## config.mk

```make
export PLATFORM = sky130hd
export DESIGN_NAME = bl_dim_sel
export DESIGN_NICKNAME = d
export VERILOG_FILES = /design/src/rtl/bl_dim_pkg.sv /design/src/rtl/bl_saw_pwm.sv /design/src/rtl/bl_ext_mon.sv /design/src/rtl/bl_dim_sel.sv
export SDC_FILE = /design/constraint.sdc
export NUM_CORES = 1
export LEC_CHECK = 0
export BUFFER_PORTS_ARGS = -buffer_cell sky130_fd_sc_hd__buf_2
export CAP_MARGIN = 15
export CORE_ASPECT_RATIO = 0.7
export CORE_MARGIN = 2
export CORE_UTILIZATION = 55
export CTS_CLUSTER_DIAMETER = 150
export DETAILED_ROUTE_END_ITERATION = 7
export PLACE_DENSITY_LB_ADDON = 0.05
export SYNTH_ARGS = -nofsm -noshare
export SYNTH_HDL_FRONTEND = slang
export SYNTH_SLANG_ARGS = --single-unit
```

## constraint.sdc

```tcl
create_clock -name clk -period 8.3 [get_ports clk]
set_clock_uncertainty 0.15 [all_clocks]
set_input_delay 0.415 -clock clk [delete_from_list [all_inputs] [get_ports clk]]
set_output_delay 0.415 -clock clk [all_outputs]
set_load 0.02 [all_outputs]
```

## src/rtl/bl_dim_pkg.sv

```systemverilog
package bl_dim_pkg;
   typedef enum logic {
      SRC_EXT = 1'b0,
      SRC_INT = 1'b1
   } src_e;

   function automatic int ceil_div(input int num, input int den);
      return (num + den - 1) / den;
   endfunction
endpackage

```

## src/rtl/bl_saw_pwm.sv

```systemverilog
module bl_saw_pwm #(
   parameter int PER      = 200,
   parameter int DUTY_W   = 8,
   parameter int MIN_CODE = 77,
   localparam int RW      = $clog2(PER)
) (
   input  logic              clk,
   input  logic              rst_n,
   input  logic [DUTY_W-1:0] duty,
   output logic [RW-1:0]     ramp,
   output logic              pwm
);
   localparam int DMAX  = (1 << DUTY_W) - 1;
   localparam int PRODW = RW + DUTY_W + 1;

   logic [DUTY_W-1:0] d_eff;
   logic [PRODW-1:0]  lhs;
   logic [PRODW-1:0]  rhs;

   generate
      if (MIN_CODE > 0) begin : g_clamp
         always_comb d_eff = (duty < DUTY_W'(MIN_CODE)) ? DUTY_W'(MIN_CODE) : duty;
      end else begin : g_noclamp
         always_comb d_eff = duty;
      end
   endgenerate

   always_ff @(posedge clk or negedge rst_n) begin
      if (!rst_n)                  ramp <= '0;
      else if (ramp == RW'(PER-1)) ramp <= '0;
      else                         ramp <= ramp + 1'b1;
   end

   // ramp/PER < d/DMAX without a divider
   assign lhs = PRODW'(ramp)  * PRODW'(DMAX);
   assign rhs = PRODW'(d_eff) * PRODW'(PER);
   assign pwm = (lhs < rhs);
endmodule

```

## src/rtl/bl_ext_mon.sv

```systemverilog
module bl_ext_mon #(
   parameter int SYNC_N  = 2,
   parameter int MIN_P   = 120,
   parameter int MAX_P   = 300,
   localparam int CW     = $clog2(MAX_P + 2)
) (
   input  logic clk,
   input  logic rst_n,
   input  logic ext_raw,
   output logic ext_clean,
   output logic fault
);
   logic [SYNC_N-1:0] stg;
   logic              prev;
   logic              seen;
   logic              rise;
   logic [CW-1:0]     since;

   always_ff @(posedge clk or negedge rst_n) begin
      if (!rst_n) stg <= '0;
      else        stg <= {stg[SYNC_N-2:0], ext_raw};
   end

   assign ext_clean = stg[SYNC_N-1];
   assign rise      = ext_clean & ~prev;

   always_ff @(posedge clk or negedge rst_n) begin
      if (!rst_n) begin
         prev  <= 1'b0;
         seen  <= 1'b0;
         fault <= 1'b0;
         since <= '0;
      end else begin
         prev <= ext_clean;
         if (rise) begin
            if (seen) fault <= (since < CW'(MIN_P)) || (since > CW'(MAX_P));
            seen  <= 1'b1;
            since <= CW'(1);
         end else if (since > CW'(MAX_P)) begin
            fault <= ~ext_clean;
         end else begin
            since <= since + 1'b1;
         end
      end
   end
endmodule

```

## src/rtl/bl_dim_sel.sv

```systemverilog
module bl_dim_sel
   import bl_dim_pkg::*;
#(
   parameter int CLK_HZ   = 200_000_000,
   parameter int PWM_HZ   = 180,
   parameter int F_MIN_HZ = 120,
   parameter int F_MAX_HZ = 300,
   parameter int DUTY_W   = 8,
   parameter int MIN_PCT  = 30,
   parameter int SYNC_N   = 2
) (
   input  logic              clk,
   input  logic              rst_n,
   input  logic              src_int,
   input  logic              bl_on,
   input  logic              ext_pwm,
   input  logic [DUTY_W-1:0] duty,
   output logic              lamp_en,
   output logic              freq_fault
);
   localparam int PER      = CLK_HZ / PWM_HZ;
   localparam int MIN_P    = CLK_HZ / F_MAX_HZ;
   localparam int MAX_P    = CLK_HZ / F_MIN_HZ;
   localparam int DMAX     = (1 << DUTY_W) - 1;
   localparam int MIN_CODE = ceil_div(DMAX * MIN_PCT, 100);
   localparam int RW       = $clog2(PER);

   generate
      if (PWM_HZ < F_MIN_HZ || PWM_HZ > F_MAX_HZ) begin : g_bad_rate
         $error("bl_dim_sel: PWM_HZ outside the allowed window");
      end
      if (MIN_PCT < 0 || MIN_PCT > 100) begin : g_bad_pct
         $error("bl_dim_sel: MIN_PCT must be 0..100");
      end
      if (SYNC_N < 2) begin : g_bad_sync
         $error("bl_dim_sel: SYNC_N must be at least 2");
      end
      if (PER < 2 || DUTY_W < 2 || DUTY_W > 16) begin : g_bad_size
         $error("bl_dim_sel: period or duty width out of range");
      end
   endgenerate

   logic [RW-1:0] ramp;
   logic          int_pwm;
   logic          ext_clean;
   logic          fault_q;
   logic          src_lvl;

   bl_saw_pwm #(.PER(PER), .DUTY_W(DUTY_W), .MIN_CODE(MIN_CODE)) u_saw (
      .clk   (clk),
      .rst_n (rst_n),
      .duty  (duty),
      .ramp  (ramp),
      .pwm   (int_pwm)
   );

   bl_ext_mon #(.SYNC_N(SYNC_N), .MIN_P(MIN_P), .MAX_P(MAX_P)) u_mon (
      .clk       (clk),
      .rst_n     (rst_n),
      .ext_raw   (ext_pwm),
      .ext_clean (ext_clean),
      .fault     (fault_q)
   );

   always_comb begin
      unique case (src_e'(src_int))
         SRC_INT: src_lvl = int_pwm;
         default: src_lvl = ext_clean;
      endcase
   end

   always_ff @(posedge clk or negedge rst_n) begin
      if (!rst_n) lamp_en <= 1'b0;
      else        lamp_en <= bl_on & src_lvl;
   end

   assign freq_fault = fault_q & (src_e'(src_int) == SRC_EXT);
endmodule

```

==> Word level (Yosys, flattened, before mapping) <==
Cells that the tools add are included.
{ "classes": {"addsub": 2, "n_mul": 2, "n_lt_le_gt_ge": 4, "eq_ne": 3, "mux": 8, "bitwise_logic": 6, "n_reduce_logical": 3} }
{ "op_table": {"columns": ["operator", "n"], "rows": [
  ["2-to-1 mux 21 bit", 3],
  ["adder 21 x 1 -> 21 bit (second input constant)", 2],
  ["< comparator 29 bit", 1],
  ["multiplier 21 x 8 -> 29 bit (second input constant)", 1],
  ["multiplier 8 x 21 -> 29 bit (second input constant)", 1],
  ["equality test 21 bit (second input constant)", 1],
  ["> comparator 21 bit (second input constant)", 1],
  ["< comparator 21 x 20 -> 1 bit (second input constant)", 1],
  ["< comparator 8 x 7 -> 1 bit (second input constant)", 1],
  ["2-to-1 mux 8 bit", 1],
  ["2-to-1 mux 1 bit", 4],
  ["inequality test 2 x 1 -> 1 bit (second input constant)", 2],
  ["bitwise AND 1 bit", 3],
  ["NOT 1 bit", 3],
  ["AND reduction 2 bit", 1],
  ["nonzero test 2 bit", 1],
  ["logical OR 1 bit", 1]
]} }
{ "totals": {"register_bits": 48, "input_bits": 13, "out_inout_bits": 2, "elab_cells": 35} }

==> Depth between registers and ports, before layout <==
{ "depth": {"depth_word": 6, "mapped_depth": 30, "ltp_nobuf": 30} }

==> By module <==
A second synthesis with hierarchy kept.
{ "unflattened": {"cells_unflattened": 1120, "area_unflattened_um2": 10117.2} }
{ "modules_own_cells": {"columns": ["mod", "instances", "cells_each", "area_each_um2", "seq_area_each_um2"], "rows": [
  ["bl_saw_pwm", 1, 966, 8629.5, 525.5],
  ["bl_ext_mon", 1, 150, 1437.6, 650.6],
  ["bl_dim_sel", 1, 4, 50.0, 25.0]
]} }

==> Least setup slack after synthesis <==
OpenSTA, ideal clock, no wires.
{ "synth_path": {"path_kind": "input -> register", "startpoint": "in duty[7]", "endpoint": "reg lamp_en", "setup_time_ps": 83, "arrival_time_ps": 5897, "required_time_ps": 8067, "slack_ps": 2170, "stages": 27, "path_buffers": 1, "path_cell_list": "clkbuf_1 o21ai_0 inv_1 fa_1 ha_1 fa_1 inv_1 fa_1 inv_1 ha_1 a211oi_1 nand2_1 or3_1 o21a_1 a21o_1 a21oi_1 xor2_1 ha_1 a21oi_1 nor2b_1 o21ai_0 nand2b_1 a21oi_1 nor2b_1 o211ai_1 nand4_1 o21ai_0"} }
{ "synth_between": {"elab_chain_cells": 6} }
{ "synth_lines": {"columns": ["item", "line_no", "text"], "rows": [
  ["from (decl)", "bl_dim_sel.sv:17", "input logic [DUTY_W-1:0] duty,"],
  ["< comparator 8 x 7 -> 1 bit", "bl_saw_pwm.sv:22", "always_comb d_eff = (duty < DUTY_W'(MIN_CODE)) ? DUTY_W'(MIN_CODE) : duty;"],
  ["2-to-1 mux 8 bit (*)", "bl_saw_pwm.sv:22", null],
  ["multiplier 8 x 21 -> 29 bit (*)", "bl_saw_pwm.sv:36", "assign rhs = PRODW'(d_eff) * PRODW'(PER);"],
  ["< comparator 29 bit (*)", "bl_saw_pwm.sv:37", "assign pwm = (lhs < rhs);"],
  ["2-to-1 mux 1 bit (*)", "bl_dim_sel.sv:66", "unique case (src_e'(src_int))"],
  ["bitwise AND 1 bit (*)", "bl_dim_sel.sv:74", "else lamp_en <= bl_on & src_lvl;"],
  ["to (signal assigned)", "bl_dim_sel.sv:74", null],
  ["to (decl)", "bl_dim_sel.sv:18", "output logic lamp_en,"]
]} }
Every way passes the cells marked *; elsewhere a longest branch is shown, timed or not.
A chain may end at the register's enable or synchronous reset.

==> Worst setup path after layout <==
{ "layout_path": {"startpoint": "reg u_saw.ramp[6]", "endpoint": "reg lamp_en"} }
{ "layout_between": {"elab_chain_cells": 4} }
{ "layout_lines": {"columns": ["item", "line_no", "text"], "rows": [
  ["from (decl)", "bl_saw_pwm.sv:10", "output logic [RW-1:0] ramp,"],
  ["from (signal assigned)", "bl_saw_pwm.sv:31", "else ramp <= ramp + 1'b1;"],
  ["multiplier 21 x 8 -> 29 bit", "bl_saw_pwm.sv:35", "assign lhs = PRODW'(ramp) * PRODW'(DMAX);"],
  ["< comparator 29 bit", "bl_saw_pwm.sv:37", null],
  ["2-to-1 mux 1 bit", "bl_dim_sel.sv:66", null],
  ["bitwise AND 1 bit", "bl_dim_sel.sv:74", null]
]} }
No other way between the ends.

==> impl_metrics.ini <==
[placement]
dpl-instance-area_mm2 = 0.00975
dpl_worst_slack_ns = 1.70
io_buffers = 14
dpl.hpwl_um = 15800
gp_congestion = 0.829
place_inst = 1266

[clock_tree]
post-cts-setup-buffers = 0
cts_sinks = 48
clk-insertion-delay-late_ns = 0.30
postCtsHoldBufs = 0
clk_pin_slew_ns = 0.07
cts_buffers = 5
clock_tree.root_cell = clkbuf_16
htreeDepth = 2
cts_tree = done
cts_resized = 0
max-clock-path-buffers = 2

[logic_synthesis]
synth-edff-count = 0
yosys-top-cells-area = fa_1 25%, ha_1 23%, dfrtp_1 13%
ys_seq_elements = 48
synth_top_area_cell = fa_1
ys.flop_type = dfrtp_1
syn_avg_cell_area_um2 = 9.11
yosysWarnings = 0
synthCells = 1032
ys_seq_area_frac = 0.128
ys_types = 54
synth.net_count = 1336
netlist.area_leader.share = 0.249
async_flop_share = 1.00
syn_area_mm2 = 0.00941

[cells_and_area]
diodes = 0
final_cells = 1274
num-fill-cells = 1449
fin_util = 0.600
drive_gt1_frac = 0.0362
area_growth_pct = 5.45
final_cell_area_mm2 = 0.00992
final_nets = 1352

[power]
powerDensity_mw_per_mm2 = 128
vdd_drop_max_uv = 93.9
p_leak_nw = 5.23

[global_routing]
grt_usage = 0.220
grt_pass1_vias = 6667
globalRouteOverflowTotal = 0
grt_pass1_wl_um = 32800
antenna_found_initial = 0
grt_max_degree = 49

[outcome]
status = completed

[timing]
period_share = 0.780
tightest_slew_ns = 1.02
worst_slack_ns = 1.83
setup_viol_count_final = 0
slew_headroom = 0.321
setup_tns_ns = 0
finalHoldViolations = 0
period_minus_slack_ns = 6.47
rsz0062_at_grt = no
drv_slew = 0
fmax_ghz = 0.155

[setup_path]
worstPathArrival_ns = 6.54
path_max_fanout = 9
worstSetupPathType = reg2reg
path_buf_inv = 4
critPathLaunchType = register
required_ns = 8.37
cpLargestDelayFamily = adder cells
crit_path_end_kind = register
cp_slowest_cell = fa_1
critical-path-max-stage-delay_ns = 0.67

[flow_run]
maxCapViolations = 0

[floorplan]
placeableCoreArea_mm2 = 0.0165
pin_count = 15
design.die.area_mm2 = 0.0182
dieWidth_um = 160
die_h_um = 113
start_util = 0.569
placementRows = 39

[route]
drcViolationCount = 0
post_drt_wl_per_cell_um = 14.4
ant_nets = 0
postRouteWirelength_um = 18400
via_per_inst = 5.15
drtIter0Drc = 394
firstDrtPassIters = 5
vias = 6564

[worst_hold_path]
hold_class = in2reg
-- synth_stat cells, types with 3 or more instances --
cell	number
nand2_1	46
nand4_1	16
o21ai_0	36
a211o_1	3
or2_2	5
o21bai_1	7
nor2_1	84
nor2b_1	10
a211oi_1	6
or3_1	5
dfrtp_1	48
nand3_1	17
o21a_1	9
xnor2_1	57
nand2b_1	12
a21oi_1	58
ha_1	174
o211ai_1	4
fa_1	117
a21o_1	23
inv_1	209
nor4_1	4
xor2_1	23
clkbuf_1	8
nor3_1	13
and3_1	4
-- metal layers --
metal	vias up	routed length, µm	share of wire	track usage
met5	-	0	0	0
met4	0	65	0.0035	0.0168
met3	8	588	0.032	0.0273
met2	81	7270	0.40	0.316
met1	3095	10500	0.57	0.365
li1	3380	-	-	-
-- kinds of logic after synthesis --
| group | synth area share |
|---|---|
| buffers and inverters | 0.0878 |
| DFF | 0.128 |
| xor gates and xnor gates | 0.0745 |
| adders and majority gates | 0.481 |
| and+or+nand+nor | 0.113 |
| AOI/OAI and AO/OA | 0.116 |
| muxes | 0.00106 |
-- through the flow --
| stage | total power [W] | hold WS, ns |
|---|---|---|
| finish | 0.00127 | 0.0716 |
| global route | 0.00140 | 0.0642 |
| CTS | 0.00129 | 0.0624 |
| detailed placement | 0.00103 | 0.187 |
| global placement | 0.00103 | 0.183 |
| floorplan | 0.000858 | -0.0306 |
-- power breakdown --
group	internal [W]	leakage [nW]	total, W	switching [W]
registers	0.000243	0.631	0.000254	0.0000112
logic	0.000338	4.52	0.000776	0.000437
clock network	0.000142	0.0798	0.000245	0.000103
total	0.000723	5.23	0.00127	0.000551
-- placed cells by master, fill, tap and decap left out, types with 23 or more instances in the layout --
cell type  instances
a21oi_1           58
ha_1             174
inv_1            209
o21ai_0           36
dfrtp_1           48
nor2_1            84
fa_1             117
xor2_1            23
nand2_1           46
a21o_1            23
xnor2_1           57
-- state kept, by name, indices dropped and copies added, names as in the netlist --
signal,count
u_mon.since,21
u_mon.stg,2
u_mon.prev,1
u_mon.seen,1
u_mon.fault,1
lamp_en,1
u_saw.ramp,21
-- final cells by class --
| cell class | count | area [µm²] | share of cell area |
|---|---|---|---|
| Tap cell | 225 | 282 | 0.0284 |
| Clock inverter | 3 | 42.5 | 0.00429 |
| Sequential cell | 48 | 1200 | 0.121 |
| Multi-Input combinational cell | 766 | 7380 | 0.744 |
| Timing Repair Buffer | 18 | 100 | 0.0101 |
| Inverter | 209 | 785 | 0.0791 |
| Clock buffer | 5 | 125 | 0.0126 |
-- path summary, 6_finish.rpt --
check	from	endpoint	slack (ns)	cells past startpoint
min	ext_pwm	u_mon.stg[0]	0.07	1
max in group asynchronous	rst_n	u_mon.since[19]	7.47	2
min reg2reg	u_mon.stg[0]	u_mon.stg[1]	0.21	0
max reg2reg	u_saw.ramp[6]	lamp_en	1.83	26
min in group asynchronous	rst_n	u_saw.ramp[15]	0.08	2
max	u_saw.ramp[6]	lamp_en	1.83	26
Power figures use the tool's default switching activity.
